## config.mk

```make
export PLATFORM = sky130hd
export DESIGN_NAME = nand_read_seq
export DESIGN_NICKNAME = d
export VERILOG_FILES = /design/src/rtl/nrs_pkg.sv /design/src/rtl/nrs_pace.sv /design/src/rtl/nrs_wait_timer.sv /design/src/rtl/nrs_byte_pick.sv /design/src/rtl/nand_read_seq.sv
export SDC_FILE = /design/constraint.sdc
export NUM_CORES = 1
export LEC_CHECK = 0
export ABC_AREA = 1
export BUFFER_PORTS_ARGS = -buffer_cell sky130_fd_sc_hd__buf_2
export CAP_MARGIN = 20
export CORE_ASPECT_RATIO = 2
export CORE_MARGIN = 4
export CORE_UTILIZATION = 30
export CTS_CLUSTER_DIAMETER = 120
export CTS_CLUSTER_SIZE = 30
export DETAILED_ROUTE_END_ITERATION = 10
export GPL_TIMING_DRIVEN = 0
export MAX_ROUTING_LAYER = met4
export PLACE_DENSITY = 0.47
export SKIP_LAST_GASP = 1
export SLEW_MARGIN = 15
export SYNTH_ARGS = -nofsm -noshare
export SYNTH_HDL_FRONTEND = slang
export SYNTH_SLANG_ARGS = --single-unit
export TNS_END_PERCENT = 5
```

## constraint.sdc

```tcl
create_clock -name clk -period 2 [get_ports clk]
set_input_delay 0.4 -clock clk [delete_from_list [all_inputs] [get_ports clk]]
set_output_delay 0.4 -clock clk [all_outputs]
set_load 0.05 [all_outputs]
```

## src/rtl/nrs_pkg.sv

```systemverilog
package nrs_pkg;
  localparam int unsigned BYTE_W = 8;
  localparam int unsigned ROW_W  = 24;
  localparam int unsigned COL_W  = 16;

  localparam logic [BYTE_W-1:0] OP_OPEN    = 8'h00;
  localparam logic [BYTE_W-1:0] OP_CONFIRM = 8'h30;

  typedef enum logic [1:0] {
    ST_IDLE,
    ST_SEND,
    ST_WAIT,
    ST_READ
  } nrs_state_e;

  // Slot order is bus order; the three-byte row path walks every slot.
  typedef enum logic [2:0] {
    SL_OPEN    = 3'd0,
    SL_COL_LO  = 3'd1,
    SL_COL_HI  = 3'd2,
    SL_ROW_LO  = 3'd3,
    SL_ROW_MID = 3'd4,
    SL_ROW_HI  = 3'd5,
    SL_CONFIRM = 3'd6
  } nrs_slot_e;
endpackage

```

## src/rtl/nrs_pace.sv

```systemverilog
// Per-byte hold counter: counts 0..HOLD_CYC-1 while run is high.
module nrs_pace #(
  parameter int unsigned HOLD_CYC = 4
) (
  input  logic clk,
  input  logic rst_n,
  input  logic run,
  output logic last,
  output logic mid
);
  localparam int unsigned CW = (HOLD_CYC > 1) ? $clog2(HOLD_CYC) : 1;
  localparam logic [CW-1:0] LAST_V = CW'(HOLD_CYC - 1);
  localparam logic [CW-1:0] MID_V  = CW'(HOLD_CYC / 2);

  logic [CW-1:0] cnt_q;

  always_ff @(posedge clk or negedge rst_n) begin
    if (!rst_n)          cnt_q <= '0;
    else if (!run)       cnt_q <= '0;
    else if (cnt_q == LAST_V) cnt_q <= '0;
    else                 cnt_q <= cnt_q + CW'(1);
  end

  assign last = run && (cnt_q == LAST_V);
  assign mid  = run && (cnt_q == MID_V);
endmodule

```

## src/rtl/nrs_wait_timer.sv

```systemverilog
// Counts wait cycles: arms after the guard window, expires at the limit.
module nrs_wait_timer #(
  parameter int unsigned GUARD_CYC = 2,
  parameter int unsigned TMO_CYC   = 100000
) (
  input  logic clk,
  input  logic rst_n,
  input  logic run,
  output logic armed,
  output logic expired
);
  localparam int unsigned TW = $clog2(TMO_CYC + 1);
  localparam logic [TW-1:0] END_V   = TW'(TMO_CYC - 1);
  localparam logic [TW-1:0] GUARD_V = TW'(GUARD_CYC);

  logic [TW-1:0] wcnt_q;

  always_ff @(posedge clk or negedge rst_n) begin
    if (!rst_n)               wcnt_q <= '0;
    else if (!run)            wcnt_q <= '0;
    else if (wcnt_q != END_V) wcnt_q <= wcnt_q + TW'(1);
  end

  assign armed   = run && (wcnt_q >= GUARD_V);
  assign expired = run && (wcnt_q == END_V);
endmodule

```

## src/rtl/nrs_byte_pick.sv

```systemverilog
// Maps the current slot to the bus byte and its latch kind.
module nrs_byte_pick
  import nrs_pkg::*;
(
  input  nrs_slot_e               slot,
  input  logic [COL_W-1:0]        col,
  input  logic [ROW_W-1:0]        row,
  output logic [BYTE_W-1:0]       bus_byte,
  output logic                    is_cmd
);
  always_comb begin
    is_cmd   = 1'b0;
    bus_byte = '0;
    unique case (slot)
      SL_OPEN:    begin is_cmd = 1'b1; bus_byte = OP_OPEN; end
      SL_COL_LO:  bus_byte = col[7:0];
      SL_COL_HI:  bus_byte = col[15:8];
      SL_ROW_LO:  bus_byte = row[7:0];
      SL_ROW_MID: bus_byte = row[15:8];
      SL_ROW_HI:  bus_byte = row[23:16];
      SL_CONFIRM: begin is_cmd = 1'b1; bus_byte = OP_CONFIRM; end
      default:    bus_byte = '0;
    endcase
  end
endmodule

```

## src/rtl/nand_read_seq.sv

```systemverilog
module nand_read_seq
  import nrs_pkg::*;
#(
  parameter int unsigned HOLD_CYC  = 4,
  parameter int unsigned GUARD_CYC = 2,
  parameter int unsigned TMO_CYC   = 100000
) (
  input  logic        clk,
  input  logic        rst_n,
  input  logic        start_i,
  input  logic [23:0] row_i,
  input  logic [15:0] col_i,
  input  logic        two_row_i,
  output logic [7:0]  nand_dq_o,
  output logic        nand_cle_o,
  output logic        nand_ale_o,
  output logic        nand_we_n_o,
  output logic        nand_re_n_o,
  input  logic [7:0]  nand_dq_i,
  input  logic        nand_rdy_i,
  output logic        busy_o,
  output logic        done_o,
  output logic        timeout_o,
  output logic [7:0]  byte_o
);
  nrs_state_e         state_q;
  nrs_slot_e          slot_q;
  nrs_slot_e          slot_nx;
  logic [ROW_W-1:0]   row_q;
  logic [COL_W-1:0]   col_q;
  logic               two_row_q;
  logic [BYTE_W-1:0]  byte_q;
  logic               done_q;
  logic               tmo_q;

  logic               pace_run, pace_last, pace_mid;
  logic               wait_run, wait_armed, wait_expired;
  logic [BYTE_W-1:0]  bus_byte;
  logic               bus_is_cmd;

  assign pace_run = (state_q == ST_SEND) || (state_q == ST_READ);
  assign wait_run = (state_q == ST_WAIT);

  nrs_pace #(.HOLD_CYC(HOLD_CYC)) u_pace (
    .clk  (clk),
    .rst_n(rst_n),
    .run  (pace_run),
    .last (pace_last),
    .mid  (pace_mid)
  );

  nrs_wait_timer #(.GUARD_CYC(GUARD_CYC), .TMO_CYC(TMO_CYC)) u_wait (
    .clk    (clk),
    .rst_n  (rst_n),
    .run    (wait_run),
    .armed  (wait_armed),
    .expired(wait_expired)
  );

  nrs_byte_pick u_pick (
    .slot    (slot_q),
    .col     (col_q),
    .row     (row_q),
    .bus_byte(bus_byte),
    .is_cmd  (bus_is_cmd)
  );

  // Short row mode jumps from the middle row byte straight to confirm.
  always_comb begin
    if (slot_q == SL_ROW_MID && two_row_q) slot_nx = SL_CONFIRM;
    else                                   slot_nx = nrs_slot_e'(slot_q + 3'd1);
  end

  always_ff @(posedge clk or negedge rst_n) begin
    if (!rst_n) begin
      state_q   <= ST_IDLE;
      slot_q    <= SL_OPEN;
      row_q     <= '0;
      col_q     <= '0;
      two_row_q <= 1'b0;
      byte_q    <= '0;
      done_q    <= 1'b0;
      tmo_q     <= 1'b0;
    end else begin
      done_q <= 1'b0;
      tmo_q  <= 1'b0;
      unique case (state_q)
        ST_IDLE: begin
          if (start_i) begin
            row_q     <= row_i;
            col_q     <= col_i;
            two_row_q <= two_row_i;
            slot_q    <= SL_OPEN;
            state_q   <= ST_SEND;
          end
        end
        ST_SEND: begin
          if (pace_last) begin
            if (slot_q == SL_CONFIRM) state_q <= ST_WAIT;
            else                      slot_q  <= slot_nx;
          end
        end
        ST_WAIT: begin
          // Ready wins over expiry when both land in one cycle.
          if (wait_armed && nand_rdy_i) begin
            state_q <= ST_READ;
          end else if (wait_expired) begin
            tmo_q   <= 1'b1;
            state_q <= ST_IDLE;
          end
        end
        ST_READ: begin
          if (pace_last) begin
            byte_q  <= nand_dq_i;
            done_q  <= 1'b1;
            state_q <= ST_IDLE;
          end
        end
        default: state_q <= ST_IDLE;
      endcase
    end
  end

  assign nand_dq_o   = (state_q == ST_SEND) ? bus_byte : '0;
  assign nand_cle_o  = (state_q == ST_SEND) && bus_is_cmd;
  assign nand_ale_o  = (state_q == ST_SEND) && !bus_is_cmd;
  assign nand_we_n_o = !((state_q == ST_SEND) && pace_mid);
  assign nand_re_n_o = (state_q != ST_READ);
  assign busy_o      = (state_q != ST_IDLE);
  assign done_o      = done_q;
  assign timeout_o   = tmo_q;
  assign byte_o      = byte_q;
endmodule

```

==> impl_metrics.json, run 1 <==
{
  "ys_seq_area_share_pct": 51.7,
  "fin_ws_ps": -240,
  "clkTransAtPathRegs_ps": 60,
  "status": "finished, violations left",
  "grt_first_pass_wirelength_mm": 16.0,
  "core_mm2": 0.0118,
  "whs_ps": 263,
  "initial_core_util_pct": 30.9,
  "min_period_ps": 2240,
  "reg2reg_depth": 10,
  "p_leak_nw": 2.26,
  "routed.top_layer": "met4",
  "clock_latency_ps": 340,
  "antennaDiodeCount": 0,
  "r2r-end": "state_q[1]$_DFFE_PN0P_",
  "tightest_slew_ps": 409,
  "io_pins": 76,
  "required_ps": 1600,
  "slew_violations": 0,
  "vias": 3004,
  "htreeDepth": 3,
  "synth.top_cell.area_share_pct": 51.7,
  "portBuffers": 75,
  "row_count": 56,
  "min_path_type": "in -> reg",
  "drcViolationCount": 0,
  "wirelength_mm": 9.96,
  "ir_drop_mv": 0.589,
  "synth_area_mm2": 0.00363,
  "drive_gt1_share_pct": 33.6,
  "pwr-share-clk_pct": 23.6,
  "rrSetupSlack_ps": 360,
  "grt_pass1_vias": 3177,
  "end_kind": "output port",
  "dp_hpwl_mm": 7.52,
  "synth.distinct_cells": 34,
  "rsz0062_at_grt": "yes",
  "cts_tree": "done",
  "syn_avg_cell_area_um2": 9.34,
  "fin_nets": 545,
  "drt-met1-wl_mm": 3.44,
  "grt_max_degree": 55,
  "root_buffer": "clkbuf_16",
  "yosysWarnings": 0,
  "antenna_found_initial": 0,
  "startpoint": "slot_q[0]$_DFFE_PN0P_",
  "r2r-start": "u_wait.wcnt_q[1]$_DFFE_PN0P_",
  "final_util_pct": 41.4,
  "sw_frac_of_total_pct": 41.2,
  "worstSetupPathType": "reg -> out",
  "hold_viol": 0,
  "finalSetupViolCount": 10,
  "grt-ovfl-total": 0,
  "crit_arrival_ps": 1840,
  "ant_nets": 0,
  "globalplace.congestion": 0.812,
  "postSynthNetCount": 451,
  "synth_top_area_cell": "dfrtp_1",
  "synth-main-ff-cell": "dfrtp_1",
  "crit_fanout": 4,
  "drt_iter0_markers": 111,
  "start_kind": "flop",
  "slew_headroom_pct": 72.7,
  "ys_top_cells_by_area": "dfrtp_1 (52%), nand2_1 (11%), mux2_1 (11%)",
  "fin_skew_ps": 7.57,
  "via_per_inst": 4.75,
  "cts_buffers": 9,
  "setup.worst_path.end": "nand_dq_o[2]",
  "async_flop_share_pct": 100,
  "tns_ps": -2000,
  "seqPwrFrac_pct": 34.2,
  "pwr-share-comb_pct": 42.2,
  "max_freq_mhz": 446,
  "met2_length_mm": 5.82,
  "ys_ff_latch": 75,
  "clkSinkCount": 75,
  "die_w_um": 85.8,
  "area_growth_pct": 34.2,
  "wl_per_cell_um": 15.7,
  "p_int_w": 0.00419,
  "route.met3.wl_um": 414,
  "track_usage_pct": 15.5,
  "drt_pass1_iterations": 4,
  "synth_edf_count": 0,
  "die_h_um": 164,
  "powerDensity_mw_per_mm2": 1460,
  "fin_crit_sh_pct": 112,
  "maxCapViolCount": 0,
  "power.switching_w": 0.00293,
  "clock_path_buffers": 2,
  "fp.dieArea_mm2": 0.0140,
  "violations": "setup timing",
  "synthCells": 389
}
worst min-delay path by stage:
stage          depth (start not counted)                    end  slack (ps)             startpoint
6_report                               3  byte_o[1]$_DFFE_PN0P_         260           nand_dq_i[1]
3_3_place_gp                           2  byte_o[1]$_DFFE_PN0P_         450  byte_o[1]$_DFFE_PN0P_
4_1_cts                                3  byte_o[4]$_DFFE_PN0P_         250           nand_dq_i[4]
2_1_floorplan                          0  byte_o[0]$_DFFE_PN0P_         100                  rst_n
3_5_place_dp                           1  row_q[14]$_DFFE_PN0P_         320                  rst_n
5_1_grt                                3  byte_o[4]$_DFFE_PN0P_         250           nand_dq_i[4]
logic make-up after synthesis:
kind of cell / synth area share (%)
muxes: 11.8
xor gates and xnor gates: 0.241
DFF: 51.7
AOI/OAI and AO/OA: 7.75
buffers and inverters: 4.30
adders and majority gates: 3.10
and+or+nand+nor: 21.2
metal layers:
metal / GRT usage (%) / vias up
li1: - / 1485
met1: 14.4 / 1446
met2: 29.1 / 57
met3: 3.89 / 16
met4: 6.70 / 0
met5: - / -
power by group through the flow:
stage	clock, W	sequential, W	combinational, W
after floorplan	0	0.00266	0.00160
after global placement	0	0.00240	0.00254
after detailed placement	0	0.00242	0.00259
after CTS	0.00173	0.00243	0.00301
after global routing	0.00181	0.00251	0.00327
final	0.00168	0.00243	0.00300
layout by cell type (no fill, tap or decap), types with 2 or more instances in the layout:
master	n
a22oi_1	2
clkbuf_16	9
inv_1	23
nor3_1	9
nand3_1	13
nor2_2	8
nor2_1	29
buf_2	71
a221oi_2	4
ha_4	3
inv_6	2
a31oi_2	2
inv_2	9
ha_1	4
o211a_1	2
ha_2	2
mux2_2	4
nand2_1	95
or2_2	2
buf_6	9
nand4_1	4
buf_4	4
buf_12	2
o21ai_0	6
nand3_2	4
clkinvlp_4	2
nand2_2	9
mux2_1	34
dfrtp_1	74
nand3_4	2
o21ai_1	6
nor2_4	3
a21oi_1	14
cell usage after synthesis, drive strengths merged, types with 3 or more instances:
| cell type | count |
|---|---|
| nand2 | 105 |
| dfrtp | 75 |
| nor2 | 40 |
| mux2 | 38 |
| inv | 32 |
| nand3 | 19 |
| a21oi | 15 |
| o21ai | 14 |
| ha | 9 |
| nor3 | 9 |
| buf | 5 |
| a221oi | 4 |
| nand4 | 4 |
| a31oi | 3 |
| or2 | 3 |
state kept, by name, indices dropped and copies added, names as in the netlist:
| register | flops |
|---|---|
| byte_o | 8 |
| col_q | 16 |
| done_o | 1 |
| row_q | 24 |
| slot_q | 3 |
| state_q | 2 |
| timeout_o | 1 |
| two_row_q | 1 |
| u_pace.cnt_q | 2 |
| u_wait.wcnt_q | 17 |
worst max-delay path: stages (launching register included):
cell and delay (ps):
dfrtp_1 420, inv_2 130, ha_4 170, nand2_4 90, clkinv_2 110, nand2_1 80
o211a_1 160, a31oi_2 170, buf_6 180
repair_timing:
action,CTS,global route
pin swaps,6,7
gates cloned,1,0
endpoints found under the setup margin,10,10
resized for setup,54,7
endpoints found under the hold margin,21,0
hold buffers,1,0
buffers inserted,5,1
final cells by class:
| cell class | instances | area [um^2] |
|---|---|---|
| buffer | 5 | 25.0 |
| fill | 1185 | 6900 |
| clock inverter | 6 | 71.3 |
| clock buffer | 10 | 239 |
| multi-input combinational | 274 | 1800 |
| tap | 145 | 181 |
| timing repair buffer | 83 | 539 |
| inverter | 34 | 135 |
| timing repair inverter | 1 | 5.00 |
| sequential | 75 | 1880 |
per-stage QoR:
stage	instance area [um^2]	std cells	setup slack (ps)	power (W)
2_1_floorplan	3660	389	-171	0.00425
3_3_place_gp	4220	609	-482	0.00494
3_5_place_dp	4250	610	-486	0.00501
4_1_cts	4840	632	-246	0.00717
5_1_grt	4870	633	-329	0.00759
6_report	4870	633	-240	0.00712
No activity file was read; power rests on OpenSTA's default activity.
==> run 2, diff against run 1 <==
--- a/config.mk
+++ b/config.mk
@@ -17,6 +17,7 @@
 export GPL_TIMING_DRIVEN = 0
 export MAX_ROUTING_LAYER = met4
 export PLACE_DENSITY = 0.47
+export RECOVER_POWER = 50
 export SKIP_LAST_GASP = 1
 export SLEW_MARGIN = 15
 export SYNTH_ARGS = -nofsm -noshare
==> constraint.sdc (replaced) <==
create_clock -name clk -period 2.3 [get_ports clk]
set_input_delay 0.46 -clock clk [delete_from_list [all_inputs] [get_ports clk]]
set_output_delay 0.46 -clock clk [all_outputs]
set_load 0.05 [all_outputs]
==> run 2 against run 1 <==
The flow now finishes without violations. Global-route usage up 0.37 points. Sequential share of layout area down 0.62 points. Setup slack better by 260 ps. Cell count unchanged. Routed wire length up 3.9%. Non-clock buffer count up 1. Register-to-register slack better by 160 ps. Final area up 1.8%.
==> impl_metrics.json, run 2 (synthesis gave the netlist of run 1 again) <==
{
  "cp.depth": 6,
  "p_leak_nw": 2.30,
  "whs_ps": 298,
  "layout_common_cells": "nand2_1 (92), dfrtp_1 (72), buf_2 (70)",
  "row_count": 56,
  "holdBufCountCts": 0,
  "wl_per_cell_um": 16.3,
  "crit_fanout": 8,
  "core_mm2": 0.0118,
  "fin_crit_sh_pct": 99.3,
  "portBuffers": 75,
  "tightest_slew_ps": 1050,
  "finalSetupViolCount": 0,
  "antennaDiodeCount": 0,
  "clkSinkCount": 75,
  "largest_register_ffs": 24,
  "cp_slowest_cell": "dfrtp_2",
  "track_usage_pct": 15.8,
  "n_fill_cell": 1187,
  "drive_gt1_share_pct": 34.2,
  "grt-ovfl-total": 0,
  "rrSetupSlack_ps": 520,
  "fin_ws_ps": 16.0,
  "critPathBufInv": 1,
  "pre_cts_ws_ps": -205,
  "crit_family": "flip-flops",
  "r2r-end": "row_q[22]$_DFFE_PN0P_",
  "initial_core_util_pct": 30.9,
  "grt_pass1_vias": 3184,
  "antenna_found_initial": 0,
  "drcViolationCount": 0,
  "grt_first_pass_wirelength_mm": 16.4,
  "wirelength_mm": 10.3,
  "final_cell_count_no_fill": 633,
  "min_period_ps": 2280,
  "setup.worst_path.end": "nand_dq_o[2]",
  "required_ps": 1840,
  "root_buffer": "clkbuf_16",
  "fin_nets": 545,
  "hold_viol": 0,
  "cpMostUsedCell": "ha_4",
  "clock_path_buffers": 2,
  "top_regs": "row_q: 24 flops, u_wait.wcnt_q: 17 flops, col_q: 16 flops",
  "drt_iter0_markers": 80,
  "r2r-start": "state_q[0]$_DFFE_PN0P_",
  "crit_arrival_ps": 1820,
  "cpPeakStageDelay_ps": 470,
  "io_pins": 76,
  "ir_drop_mv": 0.497,
  "max_freq_mhz": 438,
  "clock_latency_ps": 330,
  "cts_tree": "done",
  "grt_max_degree": 58,
  "powerDensity_mw_per_mm2": 1310,
  "clkTransAtPathRegs_ps": 60,
  "drt_pass1_iterations": 4,
  "start_kind": "flop",
  "dpl-instance-area_mm2": 0.00423,
  "fin_area_mm2": 0.00496,
  "largest_register": "row_q",
  "die_h_um": 164,
  "fin_skew_ps": 7.50,
  "crit_chain": "ha_4, ha_4, nand2_1, o211a_1, a31oi_4, buf_6",
  "startpoint": "slot_q[0]$_DFFE_PN0P_",
  "vias": 3020,
  "slew_violations": 0,
  "total_power_w": 0.00650,
  "min_path_type": "in -> async",
  "fp.dieArea_mm2": 0.0140,
  "reg2reg_depth": 4,
  "slew_headroom_pct": 29.8,
  "dp_hpwl_mm": 7.82,
  "ant_nets": 0,
  "die_w_um": 85.8,
  "cts_buffers": 9,
  "via_per_inst": 4.77,
  "rsz0062_at_grt": "yes",
  "end_kind": "output port",
  "area_growth_pct": 36.5,
  "maxCapViolCount": 0,
  "dp_cells": 610,
  "status": "complete, no violations",
  "worstSetupPathType": "reg -> out",
  "htreeDepth": 3,
  "globalplace.congestion": 0.801,
  "final_common_cell": "nand2_1"
}
[run 2: changes by cell type in the layout (fill, tap and decap cells not counted), moves of 3 or more]
| cell | previous run | this run |
|---|---|---|
| nand2_4 | 1 | 5 |
| buf_4 | 4 | 7 |
| inv_4 | 0 | 3 |
| nand2_1 | 95 | 92 |
| nand3_1 | 13 | 16 |
[run 2: metal layers]
layer	vias to the layer above	track usage, %	routed length (um)
li1	1478	-	-
met1	1450	15.7	3630
met2	74	30.0	5950
met3	18	2.98	481
met4	0	5.48	282
met5	-	-	0
[run 2: worst reg2reg max path: stages (launching register included)]
cell and delay, ps:
dfrtp_1 400, inv_2 120, nand3_1 410, buf_2 390, mux2_1 350
[run 2: area by class of cell]
| type | instances | area [um^2] | share of cell area [%] |
|---|---|---|---|
| Tap cell | 145 | 181 | 3.66 |
| Multi-Input combinational cell | 274 | 1850 | 37.2 |
| Buffer | 5 | 25.0 | 0.504 |
| Clock inverter | 6 | 113 | 2.27 |
| Sequential cell | 75 | 1880 | 37.9 |
| Inverter | 34 | 148 | 2.98 |
| Clock buffer | 10 | 239 | 4.82 |
| Timing Repair Buffer | 84 | 528 | 10.6 |
[run 2: worst min path at each step]
| stage | from | end | slack (ps) | cells after the start |
|---|---|---|---|---|
| global route | col_i[12] | col_q[12]$_DFFE_PN0P_ | 320 | 2 |
| CTS | rst_n | u_pace.cnt_q[0]$_DFF_PN0_ | 7 | 1 |
| global placement | byte_o[7]$_DFFE_PN0P_ | byte_o[7]$_DFFE_PN0P_ | 450 | 2 |
| detailed placement | rst_n | row_q[4]$_DFFE_PN0P_ | 370 | 1 |
| floorplan | rst_n | byte_o[0]$_DFFE_PN0P_ | 160 | 0 |
| finish | rst_n | row_q[4]$_DFFE_PN0P_ | 300 | 1 |
[run 2: what timing repair did]
action / CTS / global route
resized for setup: 44 / 37
gates cloned: 0 / 0
endpoints found under the setup margin: 8 / 9
pin swaps: 5 / 11
setup buffers: 5 / 3
[run 2: metrics by stage]
stage	TNS (ps)	util, %
floorplan	-293	-
global placement	-1180	35.7
detailed placement	-1370	35.9
CTS	-133	40.8
global route	-440	42.1
finish	0	42.1
[run 2: power by group]
group          leakage (nW)  total [W]  internal (W)  switching, W
sequential            0.933    0.00216       0.00182      0.000336
combinational          1.20    0.00270       0.00100       0.00170
clock                 0.173    0.00165       0.00109      0.000558
total                  2.30    0.00650       0.00391       0.00259
